**src/rtl/trig_pkg.sv**
```systemverilog
package trig_pkg;
  // Qualified trigger conditions produced by the datapath, consumed by control
  typedef struct packed {
    logic autoHit;  // multiplicity condition met this bin
    logic extHit;   // external trigger, delay-matched to the count pipe
  } trig_flags_t;
endpackage

```
**src/rtl/trig_datapath.sv**
```systemverilog
module trig_datapath
  import trig_pkg::*;
#(
  parameter int NUM_LINES = 64,
  parameter int GRP_SIZE  = 8,
  parameter int CNT_W     = $clog2(NUM_LINES + 1)
) (
  input  logic                 clk,
  input  logic                 rst_n,
  input  logic [NUM_LINES-1:0] hitLines,
  input  logic                 extTrig,
  input  logic [CNT_W-1:0]     occThresh,
  output logic [CNT_W-1:0]     hitCount,
  output trig_flags_t          flags
);
  localparam int NUM_GRP = NUM_LINES / GRP_SIZE;
  localparam int PW      = $clog2(GRP_SIZE + 1);

  logic [PW-1:0]    partialQ [NUM_GRP];
  logic [CNT_W-1:0] sumNext;
  logic             extD1, extD2;

  // Stage 1: per-group population counts
  for (genvar g = 0; g < NUM_GRP; g++) begin : g_grp
    logic [PW-1:0] grpCnt;
    always_comb begin
      grpCnt = '0;
      for (int b = 0; b < GRP_SIZE; b++)
        grpCnt = grpCnt + PW'(hitLines[g*GRP_SIZE + b]);
    end
    always_ff @(posedge clk or negedge rst_n) begin
      if (!rst_n) partialQ[g] <= '0;
      else        partialQ[g] <= grpCnt;
    end
  end

  // Stage 2: sum of group counts
  always_comb begin
    sumNext = '0;
    for (int g = 0; g < NUM_GRP; g++)
      sumNext = sumNext + CNT_W'(partialQ[g]);
  end

  always_ff @(posedge clk or negedge rst_n) begin
    if (!rst_n) begin
      hitCount <= '0;
      extD1    <= 1'b0;
      extD2    <= 1'b0;
    end else begin
      hitCount <= sumNext;
      extD1    <= extTrig;
      extD2    <= extD1;
    end
  end

  always_comb begin
    flags.autoHit = (occThresh != '0) && (hitCount >= occThresh);
    flags.extHit  = extD2;
  end

  // Checking aid: edges elapsed since reset, saturating at 2
  logic [1:0] warm;
  always_ff @(posedge clk or negedge rst_n) begin
    if (!rst_n)          warm <= '0;
    else if (warm != 2'd2) warm <= warm + 2'd1;
  end

  p_count_tracks_r2: assert property (@(posedge clk) disable iff (!rst_n)
    (warm == 2'd2) |-> (hitCount == CNT_W'($countones($past(hitLines, 2)))));

  p_count_bound_r2: assert property (@(posedge clk) disable iff (!rst_n)
    hitCount <= CNT_W'(NUM_LINES));
endmodule

```
**src/rtl/trig_control.sv**
```systemverilog
module trig_control
  import trig_pkg::*;
(
  input  logic        clk,
  input  logic        rst_n,
  input  logic        modeAuto,
  input  trig_flags_t flags,
  output logic        trigPulse
);
  logic modeReg;
  logic condSel;
  logic prevCond;

  assign condSel = modeReg ? flags.autoHit : flags.extHit;

  always_ff @(posedge clk or negedge rst_n) begin
    if (!rst_n) begin
      modeReg   <= 1'b0;
      prevCond  <= 1'b0;
      trigPulse <= 1'b0;
    end else begin
      modeReg   <= modeAuto;
      prevCond  <= condSel;
      trigPulse <= condSel && !prevCond;
    end
  end

  p_single_cycle_r8: assert property (@(posedge clk) disable iff (!rst_n)
    trigPulse |=> !trigPulse);

  p_auto_ignores_ext_r7: assert property (@(posedge clk) disable iff (!rst_n)
    (modeReg && !flags.autoHit) |=> !trigPulse);
endmodule

```
**src/rtl/coinc_trigger.sv**
```systemverilog
module coinc_trigger
  import trig_pkg::*;
#(
  parameter int NUM_LINES = 64,
  parameter int GRP_SIZE  = 8,
  parameter int CNT_W     = $clog2(NUM_LINES + 1)
) (
  input  logic                 clk,
  input  logic                 rst_n,
  input  logic [NUM_LINES-1:0] hitLines,
  input  logic                 extTrig,
  input  logic                 modeAuto,
  input  logic [CNT_W-1:0]     occThresh,
  output logic                 trigPulse,
  output logic [CNT_W-1:0]     hitCount
);
  trig_flags_t flags;

  trig_datapath #(
    .NUM_LINES(NUM_LINES),
    .GRP_SIZE (GRP_SIZE),
    .CNT_W    (CNT_W)
  ) u_dp (
    .clk      (clk),
    .rst_n    (rst_n),
    .hitLines (hitLines),
    .extTrig  (extTrig),
    .occThresh(occThresh),
    .hitCount (hitCount),
    .flags    (flags)
  );

  trig_control u_ctl (
    .clk      (clk),
    .rst_n    (rst_n),
    .modeAuto (modeAuto),
    .flags    (flags),
    .trigPulse(trigPulse)
  );

  // Zero threshold in autonomous mode never lets a pulse out
  p_zero_thresh_r5: assert property (@(posedge clk) disable iff (!rst_n)
    modeAuto |=> (occThresh != '0 || !trigPulse));
endmodule

```
**config.mk**
```make
export PLATFORM = sky130hd
export DESIGN_NAME = coinc_trigger
export DESIGN_NICKNAME = d
export VERILOG_FILES = /design/src/rtl/trig_pkg.sv /design/src/rtl/trig_datapath.sv /design/src/rtl/trig_control.sv /design/src/rtl/coinc_trigger.sv
export SDC_FILE = /design/constraint.sdc
export NUM_CORES = 1
export LEC_CHECK = 0
export ABC_AREA = 1
export BUFFER_PORTS_ARGS = -buffer_cell sky130_fd_sc_hd__buf_2
export CAP_MARGIN = 20
export CORE_ASPECT_RATIO = 1.1
export CORE_MARGIN = 4
export CORE_UTILIZATION = 50
export CTS_CLUSTER_SIZE = 10
export DETAILED_ROUTE_END_ITERATION = 12
export GPL_TIMING_DRIVEN = 0
export PLACE_DENSITY = 0.85
export SYNTH_ARGS = -nofsm -noshare
export SYNTH_HDL_FRONTEND = slang
export SYNTH_SLANG_ARGS = --single-unit
```
**constraint.sdc**
```tcl
create_clock -name clk -period 7.45 [get_ports clk]
set_input_delay 1.49 -clock clk [delete_from_list [all_inputs] [get_ports clk]]
set_output_delay 1.49 -clock clk [all_outputs]
set_load 0.01 [all_outputs]
```
# After elaboration in Yosys (flattened, before gate mapping)
# Index checks and enable logic that the tools add are counted.
# totals
reg_bits	44
out_inout_bits	8
# classes
addsub	63
order_cmp	1
muxes	1
reduce_logical	4
# ops
operator	n
$add A4 B1 Y4	48
$add A7 B4 Y7	6
$add A1 B1 Y2	8
$ge A7 B7 Y1	1
$reduce_bool A7 Y1	1
$add A4 B4 Y5	1
$logic_and A1 B1 Y1	2
$logic_not A1 Y1	1
$mux W1	1

# Depth between registers and ports, before layout
# Gate-level depths: netlist of the first run.
# logic_depth
word_depth	7
depth_mapped	16
mapped_depth_nobuf	16

# By module
# Synthesis of the first run repeated with hierarchy kept, for this count alone.
# unflattened
cells_unflattened	340
area_unflattened_um2	3532.1
# by_module_without_submodules
mod	instances	cells_per_inst	area_per_inst_um2	seq_area_each_um2
trig_datapath	1	329	3422.0	1026.0
trig_control	1	11	110.1	75.1

# Worst setup path before layout of the first run
# Ideal clock, no wire load.
# synth_path
path_kind	reg-to-reg
from	reg u_dp.partialQ[24] in the netlist's numbering
to	reg u_dp.hitCount[5]
setup_time_ns	0.079
arrival_ns	3.948
setup_slack_ns	3.423
stages_incl_launch_ff	12
path_buffers	0
synth_period_minus_slack_ns	4.027
path_cell_list	dfrtp_1 -> ha_1 -> fa_1 -> xor2_1 -> fa_1 -> inv_1 -> fa_1 -> fa_1 -> fa_1 -> fa_1 -> o21ai_0 -> xor2_1
# synth_via
elab_chain_len	7
# synth_rtl
element	line_no	source
from (decl)	trig_datapath.sv:19	logic [PW-1:0] partialQ [NUM_GRP];
from (signal, indexed assignment)	trig_datapath.sv:33	else partialQ[g] <= grpCnt;
$add A4 B4 Y5	trig_datapath.sv:41	sumNext = sumNext + CNT_W'(partialQ[g]);
$add A7 B4 Y7 (6 in a row)	trig_datapath.sv:41	
named net u_dp.sumNext[5]	trig_datapath.sv:20	logic [CNT_W-1:0] sumNext;
to (signal assigned)	trig_datapath.sv:50	hitCount <= sumNext;
to (decl)	trig_datapath.sv:13	output logic [CNT_W-1:0] hitCount,
# The timed path passes the listed nets, and every way through them passes these cells.

# Worst setup path in the final report of the first run
# layout_path
from	reg u_dp.partialQ[26] in the netlist's numbering
to	reg u_dp.hitCount[4]
# Same word-level chain as after synthesis.

==> out/metrics.csv, run 1 <==
stage,metric,value,unit
die,fp.dieArea,8628,sq um
final_layout,drive_above_1_share,0.2009,
drt,avgViaCountPerCell,4.528,
sta,setup_slack,3.218,ns
drt,wl,5.797,mm
yosys,synth_top_flop_cell,dfrtp_1,
yosys,synthArstFlopShare,1.000,
cts,post_cts_resized,0,
status,status,finished clean,
die,rows,32,
critical_path,crit_arrival,4.45,ns
placement,placed_cell_area,4119,sq um
drt,post_drt_wl_per_cell,10.98,microns
sta,grt_setup_unrepaired,no,
worst_hold_path,worstHoldPathCells,0,
die,core_area,7007,sq um
global_routing,overflow,0,
sta,fmax,0.2363,GHz
final_layout,fin_nets,614,
drt,antenna_left,0,
final_layout,area.growth.synth_to_final,16.95,%
yosys,synth-seq-cells,44,
cts,insertion_delay,0.29,ns
global_routing,grt_pass1_wl,10.50,mm
sta,finalCriticalPeriod,4.232,ns
global_routing,grt_max_degree,45,
placement,numPortBuffers,82,
final_layout,fin_area,4213,sq um
cts,htreeDepth,2,
cts,cts_hold_repair.buffers,0,
yosys,synth_top_area_share,0.3057,
drt,vias,2391,
yosys,syn_avg_cell_area,10.20,sq um
die,start_util,0.5141,
yosys,yosys_warnings,0,
worst_hold_path,holdPathEnd,u_dp.extD2,
cts,root_buffer,clkbuf_8,
die,die_w,88.93,microns
critical_path,endpoint_kind,register,
placement,dp_slack,3.216,ns
yosys,synth_edf_count,0,
critical_path,rr_worst_depth,14,
die,fp.dieH,97.02,microns
sta,min_period_over_period,0.5680,
cts,numCtsBuffers,5,
yosys,synth_most_common_cell,inv_1,
yosys,syn_inst,353,
yosys,yosysTopAreaCell,dfrtp_1,
placement,place_hpwl,5.304,mm
final_layout,layout.cells.non_filler,528,
critical_path,reg2reg_from,u_dp.partialQ[26],
critical_path,cp_max_fo,5,
global_routing,grt_util_all_layers,0.1541,
final_layout,fillCellCount,563,
cts,cts_tree,yes,
sta,hold_viol,0,
critical_path,critical_path_required,7.67,ns
sta,setup_tns,0,ns
sta,skew,0.005053,ns
yosys,netlist_area,3602,sq um
cts,clockBufferDepth,2,
drt,drtIter0Drc,56,
global_routing,grt_antenna_before_repair,0,
critical_path,path_class,reg2reg,
critical_path,worstSetupStartpointType,register,
drt,dr.pass1.iters,4,
cts,cts.clk_slew.worst_paths,0.08,ns
yosys,synth.area.top_cells,"dfrtp_1, fa_1, ha_1",
yosys,syn-num-nets,525,
yosys,synth_commonest_cells,"inv_1, fa_1, ha_1",
yosys,yosysSeqAreaShare,0.3057,
cts,post_cts_buffers,0,
critical_path,worst_r2r_endpoint,u_dp.hitCount[4],
critical_path,reg2reg_slack,3.22,ns
drt,drc,0,
die,ioPinCount,83,
sta,slew_viol_final,0,
worst_hold_path,hp-start,u_dp.extD1,
job,cap_violations,0,
sta,worstMarginPinSlew,0.9257,ns
yosys,ys_types,14,
final_layout,diodes,0,
worst_hold_path,min_path_type,reg2reg,
placement,dp_cells,520,
sta,final-setup-viol-count,0,
cts,clock-sinks,44,
placement,gp_congestion,0.8040,
global_routing,grt_pass1_vias,2678,
sta,slew_headroom,0.3829,
[sequential cells by signal, summed over array words and instances, names as in the netlist]
name             flops
u_dp.partialQ       32
u_dp.extD1           1
u_dp.hitCount        7
u_dp.extD2           1
u_ctl.modeReg        1
u_ctl.prevCond       1
u_ctl.trigPulse      1
[cell usage in the layout, fill, tap and decap left out]
cell type / n
xnor2_1: 10
a31oi_1: 1
a21oi_1: 7
ha_1: 46
nor2_1: 5
inv_1: 131
nand4_1: 1
buf_2: 82
o21ai_0: 1
dfrtp_1: 44
clkbuf_1: 1
clkinvlp_4: 1
xor2_1: 4
clkbuf_8: 6
nand3_1: 16
a21o_1: 1
nand2_1: 35
fa_1: 51
[per-stage QoR]
stage / util / hold slack, ns
6_report: 0.6013 / 0.3494
5_1_grt: 0.6013 / 0.3595
3_3_place_gp: 0.5879 / 0.3333
4_1_cts: 0.6013 / 0.3539
2_1_floorplan: - / 0.3312
3_5_place_dp: 0.5879 / 0.3358
[kinds of logic (layout without fill, tap and decap cells)]
family / count (synthesis) / in the layout / share of synthesized area
AND/OR/NAND/NOR: 57 / 57 / 0.06565
buffers and inverters: 131 / 221 / 0.1365
AO/OA/AOI/OAI: 10 / 10 / 0.01494
adder cells (fa/ha/maj): 97 / 97 / 0.4432
XOR/XNOR: 14 / 14 / 0.03404
flip-flops: 44 / 44 / 0.3057
[layout make-up]
class	instances	area [sq um]	area share
Clock buffer	7	86.33	0.02049
Clock inverter	1	7.507	0.001782
Inverter	131	491.7	0.1167
Multi-Input combinational cell	178	2009	0.4770
Sequential cell	44	1101	0.2614
Tap cell	85	106.4	0.02525
Timing Repair Buffer	82	410.4	0.09742
[how the worst max path moves through the flow]
stage	start	end	slack, ns
2_1_floorplan	u_dp.partialQ[24]	u_dp.hitCount[5]	3.42
3_3_place_gp	u_dp.partialQ[24]	u_dp.hitCount[5]	3.32
3_5_place_dp	u_dp.partialQ[26]	u_dp.hitCount[4]	3.22
4_1_cts	u_dp.partialQ[26]	u_dp.hitCount[4]	3.19
5_1_grt	u_dp.partialQ[26]	u_dp.hitCount[6]	3.00
6_report	u_dp.partialQ[26]	u_dp.hitCount[4]	3.22
[layer usage]
layer	wire length (microns)	global-route usage	vias up
li1	-	-	1183
met1	2029	0.1677	1138
met2	3334	0.2846	57
met3	333	0.04003	13
met4	99	0.04582	0
met5	0	0	-
[critical path, cell delays in order (launching register included)]
cell	delay, ns
dfrtp_1	0.38
ha_1	0.36
a21oi_1	0.16
nand2_1	0.09
xor2_1	0.16
fa_1	0.49
inv_1	0.06
fa_1	0.50
fa_1	0.51
fa_1	0.51
inv_1	0.04
ha_1	0.35
a21o_1	0.22
a31oi_1	0.19
xnor2_1	0.14
Power of run 1 is left out: the tool's default activity adds up to more than one toggle a clock period on the data nets, which glitch-free logic cannot reach.
==> run 2: changes to the inputs <==
- PLACE_DENSITY: 0.85 -> 0.88
- clock period: 7.45 -> 3.4 ns (I/O delays scaled with it)
==> out/metrics.csv, run 2 (synthesis results as in run 1) <==
stage,metric,value,unit
sta,hold_viol,0,
sta,setup_slack,-0.5412,ns
final_layout,diodes,0,
global_routing,overflow,0,
critical_path,crit_arrival,4.16,ns
status,status,finished with violations,
job,cap_violations,0,
critical_path,reg2reg_slack,-0.54,ns
critical_path,cp_max_fo,2,
global_routing,grt_antenna_before_repair,0,
sta,slew_headroom,0.3664,
die,rows,32,
sta,finalCriticalPeriod,3.941,ns
critical_path,endpoint_kind,register,
cts,clock-sinks,44,
critical_path,reg2reg_from,u_dp.partialQ[28],
cts,root_buffer,clkbuf_8,
final_layout,biggestRegsByFlops,"u_dp.partialQ x32, u_dp.hitCount x7",
global_routing,grt_pass1_wl,11.14,mm
final_layout,final_cell_mix,"inv_1, buf_2, fa_1",
sta,worstMarginPinSlew,0.9504,ns
die,fp.dieArea,8628,sq um
cts,cts.clk_slew.worst_paths,0.08,ns
sta,min_period_over_period,1.159,
critical_path,crit_path_end,u_dp.hitCount[4],
placement,gp_congestion,0.7910,
global_routing,grt_util_all_layers,0.1625,
status,violations,negative setup slack,
drt,dr.pass1.iters,4,
critical_path,worst_r2r_endpoint,u_dp.hitCount[4],
worst_hold_path,min_path_type,reg2reg,
critical_path,path_class,reg2reg,
die,fp.dieH,97.02,microns
cts,clockBufferDepth,2,
cts,cts_tree,yes,
final_layout,layout_commonest_cell,inv_1,
placement,place_hpwl,5.320,mm
sta,fmax,0.2537,GHz
critical_path,rr_worst_depth,13,
final_layout,largest_register_ffs,32,
final_layout,fillCellCount,558,
placement,dp_slack,-0.5355,ns
drt,post_drt_wl_per_cell,11.75,microns
drt,drc,0,
cts,htreeDepth,2,
sta,final-setup-viol-count,5,
sta,setup_tns,-2.522,ns
critical_path,critPathLaunch,u_dp.partialQ[28],
die,ioPinCount,83,
critical_path,worstSetupStartpointType,register,
sta,slew_viol_final,0,
drt,wl,6.226,mm
final_layout,fin_nets,616,
final_layout,largest_register,u_dp.partialQ,
final_layout,area.growth.synth_to_final,20.67,%
global_routing,grt_pass1_vias,2698,
cts,insertion_delay,0.30,ns
final_layout,drive_above_1_share,0.2427,
die,core_area,7007,sq um
drt,avgViaCountPerCell,4.517,
die,die_w,88.93,microns
drt,antenna_left,0,
die,start_util,0.5141,
sta,skew,0.009108,ns
critical_path,critical_path_required,3.62,ns
sta,grt_setup_unrepaired,yes,
drt,drtIter0Drc,44,
drt,vias,2394,
cts,numCtsBuffers,5,
placement,numPortBuffers,82,
global_routing,grt_max_degree,45,
## run 2: critical path: stages, from the launching register on
cell	delay, ns
dfrtp_1	0.42
ha_4	0.18
fa_2	0.39
xor2_2	0.16
fa_1	0.48
inv_1	0.05
fa_1	0.49
fa_1	0.43
fa_2	0.58
inv_2	0.06
ha_4	0.15
a21o_1	0.16
a31oi_1	0.18
xnor2_1	0.14
## run 2: layer usage
metal  vias up  part of all wire  track usage
met1      1131              0.35       0.1788
li1       1189                 -            -
met2        60              0.58       0.3080
met4         0             0.021      0.04009
met3        14             0.049      0.03322
met5         -                 0            0
## run 2: cell type report
cell class | instances | area, sq um | area share
clock inverter | 1 | 30.03 | 0.006908
multi-input combinational | 178 | 2092 | 0.4813
sequential | 44 | 1101 | 0.2533
clock buffer | 7 | 96.34 | 0.02216
timing repair buffer | 84 | 429.2 | 0.09873
tap | 85 | 106.4 | 0.02447
inverter | 131 | 491.7 | 0.1131
## run 2: stage by stage
| stage | utilization | hold WS, ns | instances | area [sq um] |
|---|---|---|---|---|
| finish | 0.6204 | 0.3606 | 530 | 4347 |
| global route | 0.6204 | 0.3712 | 530 | 4347 |
| CTS | 0.6148 | 0.3598 | 530 | 4308 |
| detailed placement | 0.5946 | 0.3466 | 520 | 4167 |
| global placement | 0.5946 | 0.3349 | 520 | 4167 |
| floorplan | - | 0.3312 | 353 | 3650 |
## run 2: timing repair
action / in CTS / in global routing
pin swaps: 2 / 2
endpoints found under the setup margin: 5 / 5
buffers inserted: 2 / 0
resized for setup: 0 / 9
hold buffers: 0 / 0
## run 2: worst min-delay path by stage
stage | start | end | slack (ns) | depth (start not counted)
6_report | u_dp.extD1 | u_dp.extD2 | 0.36 | 0
5_1_grt | u_dp.extD1 | u_dp.extD2 | 0.37 | 0
4_1_cts | u_dp.extD1 | u_dp.extD2 | 0.36 | 0
3_5_place_dp | u_dp.extD1 | u_dp.extD2 | 0.35 | 0
3_3_place_gp | u_dp.extD1 | u_dp.extD2 | 0.33 | 0
2_1_floorplan | u_dp.extD1 | u_dp.extD2 | 0.33 | 0
Power of run 2 is left out for the same reason.
==> run 3: changes to the inputs <==
- ABC_AREA: 1 -> unset
==> out/metrics.csv, run 3 <==
stage,metric,value,unit
critical_path,cp_slowest_cell,fa_1,
sta,skew,0.004872,ns
cts,clock-sinks,44,
die,rows,32,
final_layout,fin_area,4328,sq um
final_layout,area.growth.synth_to_final,21.28,%
cts,root_buffer,clkbuf_8,
yosys,synth_edf_count,0,
yosys,synth_commonest_cells,"inv_1, fa_1, ha_1",
yosys,syn-num-nets,495,
global_routing,grt_pass1_wl,10.14,mm
yosys,synth_top_flop_cell,dfrtp_1,
cts,cts_hold_repair.buffers,0,
critical_path,worstSetupStartpointType,register,
sta,final-setup-viol-count,5,
cts,cts_tree,yes,
cts,clockBufferDepth,2,
final_layout,largest_register_ffs,32,
job,cap_violations,0,
global_routing,grt_antenna_before_repair,0,
global_routing,grt_util_all_layers,0.1501,
critical_path,path_buf_inv,3,
sta,slew_viol_final,0,
yosys,yosysSeqAreaShare,0.3086,
global_routing,overflow,0,
critical_path,crit_arrival,4.33,ns
drt,dr.pass1.iters,4,
placement,placed_cell_area,4139,sq um
drt,drtIter0Drc,50,
yosys,yosys_warnings,0,
placement,numPortBuffers,82,
critical_path,path_delay_family,adder cells,
drt,wl,5.935,mm
critical_path,slowest_delay,0.53,ns
sta,min_period_over_period,1.210,
cts,numCtsBuffers,5,
yosys,syn_avg_cell_area,11.05,sq um
yosys,yosysTopAreaCell,dfrtp_1,
sta,grt_setup_unrepaired,yes,
sta,setup_tns,-2.831,ns
critical_path,critical_path_required,3.62,ns
yosys,synth_top_area_share,0.3086,
die,die_w,88.55,microns
final_layout,diodes,0,
critical_path,path_class,reg2reg,
placement,place_hpwl,5.072,mm
placement,gp_congestion,0.7863,
final_layout,drive_above_1_share,0.2782,
worst_hold_path,min_path_type,reg2reg,
critical_path,cp_max_fo,3,
sta,worstMarginPinSlew,0.9125,ns
die,start_util,0.5122,
final_layout,largest_register,u_dp.partialQ,
final_layout,fillCellCount,560,
final_layout,layout_commonest_cell,inv_1,
sta,hold_viol,0,
drt,vias,2280,
global_routing,grt_max_degree,45,
sta,setup_slack,-0.7135,ns
sta,finalCriticalPeriod,4.113,ns
die,ioPinCount,83,
cts,htreeDepth,2,
final_layout,fin_nets,588,
die,core_area,6967,sq um
final_layout,biggestRegsByFlops,"u_dp.partialQ x32, u_dp.hitCount x7",
yosys,synth.area.top_cells,"dfrtp_1, fa_1, ha_1",
drt,avgViaCountPerCell,4.542,
drt,drc,0,
final_layout,final_cell_mix,"inv_1, buf_2, fa_1",
status,status,finished with violations,
yosys,synth_most_common_cell,inv_1,
yosys,netlist_area,3568,sq um
drt,post_drt_wl_per_cell,11.82,microns
cts,insertion_delay,0.29,ns
critical_path,cpMostUsedCell,fa_1,
die,fp.dieH,96.61,microns
yosys,ys_types,20,
yosys,synth-seq-cells,44,
sta,slew_headroom,0.3916,
drt,antenna_left,0,
critical_path,endpoint_kind,register,
die,fp.dieArea,8554,sq um
status,violations,negative setup slack,
sta,fmax,0.2431,GHz
global_routing,grt_pass1_vias,2528,
cts,cts.clk_slew.worst_paths,0.08,ns
critical_path,crit_path_cell_trace,ha_1 -> a21o_1 -> a21oi_2 -> xnor2_2 -> fa_1 -> inv_2 -> fa_1 -> fa_1 -> fa_1 -> inv_2 -> ha_4 -> buf_4 -> a21o_1 -> a21oi_2 -> xnor2_1,
yosys,synthArstFlopShare,1.000,
yosys,syn_inst,323,
## run 3: cell count changes in the layout (fill, tap and decap cells not counted), moves of 3 or more
cell / before / now
nand3_1: 15 / 0
nand2_1: 35 / 0
xor2_1: 3 / 0
buf_4: 1 / 4
a21oi_1: 6 / 10
a21o_1: 1 / 5
nor2b_1: 0 / 9
inv_1: 128 / 121
## run 3: logic make-up after synthesis
logic type,synth area share
DFF,0.3086
adders and majority gates,0.4474
xor gates and xnor gates,0.03436
and+or+nand+nor,0.03156
buffers and inverters,0.1315
AOI/OAI and AO/OA,0.04663
## run 3: worst paths after layout
path / from / end / slack [ns] / cells past startpoint
worst max-delay path: u_dp.partialQ[25] / u_dp.hitCount[5] / -0.71 / 15
worst min-delay path: u_dp.extD1 / u_dp.extD2 / 0.36 / 0
worst max register to register: u_dp.partialQ[25] / u_dp.hitCount[5] / -0.71 / 15
worst min register to register: u_dp.extD1 / u_dp.extD2 / 0.36 / 0
max in group asynchronous: rst_n / u_dp.hitCount[3] / 2.31 / 1
min in group asynchronous: rst_n / u_dp.hitCount[1] / 0.51 / 1
## run 3: repair_timing
| item | 4_1_cts | 5_1_grt |
|---|---|---|
| pin swaps | 1 | 16 |
| setup buffers | 1 | 3 |
| gates resized for setup | 1 | 9 |
| setup endpoints to repair | 5 | 5 |
| endpoints found under the hold margin | 0 | 0 |
## run 3: per-layer routing
| metal | GRT usage | routed length [microns] | up-vias | share of wire |
|---|---|---|---|---|
| li1 | - | - | 1116 | - |
| met4 | 0.04767 | 105 | 0 | 0.018 |
| met1 | 0.1685 | 2141 | 1101 | 0.36 |
| met3 | 0.02555 | 290 | 10 | 0.049 |
| met2 | 0.2798 | 3398 | 53 | 0.57 |
| met5 | 0 | 0 | - | 0 |
## run 3: area by class of cell
| type | count | area, sq um | share of cell area |
|---|---|---|---|
| well taps | 85 | 106.4 | 0.02457 |
| multi-input cells | 154 | 2103 | 0.4860 |
| repair buffers | 86 | 440.4 | 0.1018 |
| inverters | 125 | 469.2 | 0.1084 |
| flip-flops and latches | 44 | 1101 | 0.2544 |
| clock buffers | 6 | 72.57 | 0.01677 |
| clock inverters | 2 | 35.03 | 0.008095 |
## run 3: through the flow
stage          instances  hold slack (ns)  worst slack [ns]    util
6_report             502           0.3639           -0.7135  0.6212
5_1_grt              502           0.3785           -0.8698  0.6212
4_1_cts              499           0.3745           -0.6756  0.6121
3_5_place_dp         490           0.3563           -0.6567  0.5941
3_3_place_gp         490           0.3341           -0.5798  0.5941
2_1_floorplan        323           0.3312           -0.4695       -
Power of run 3 is left out for the same reason.
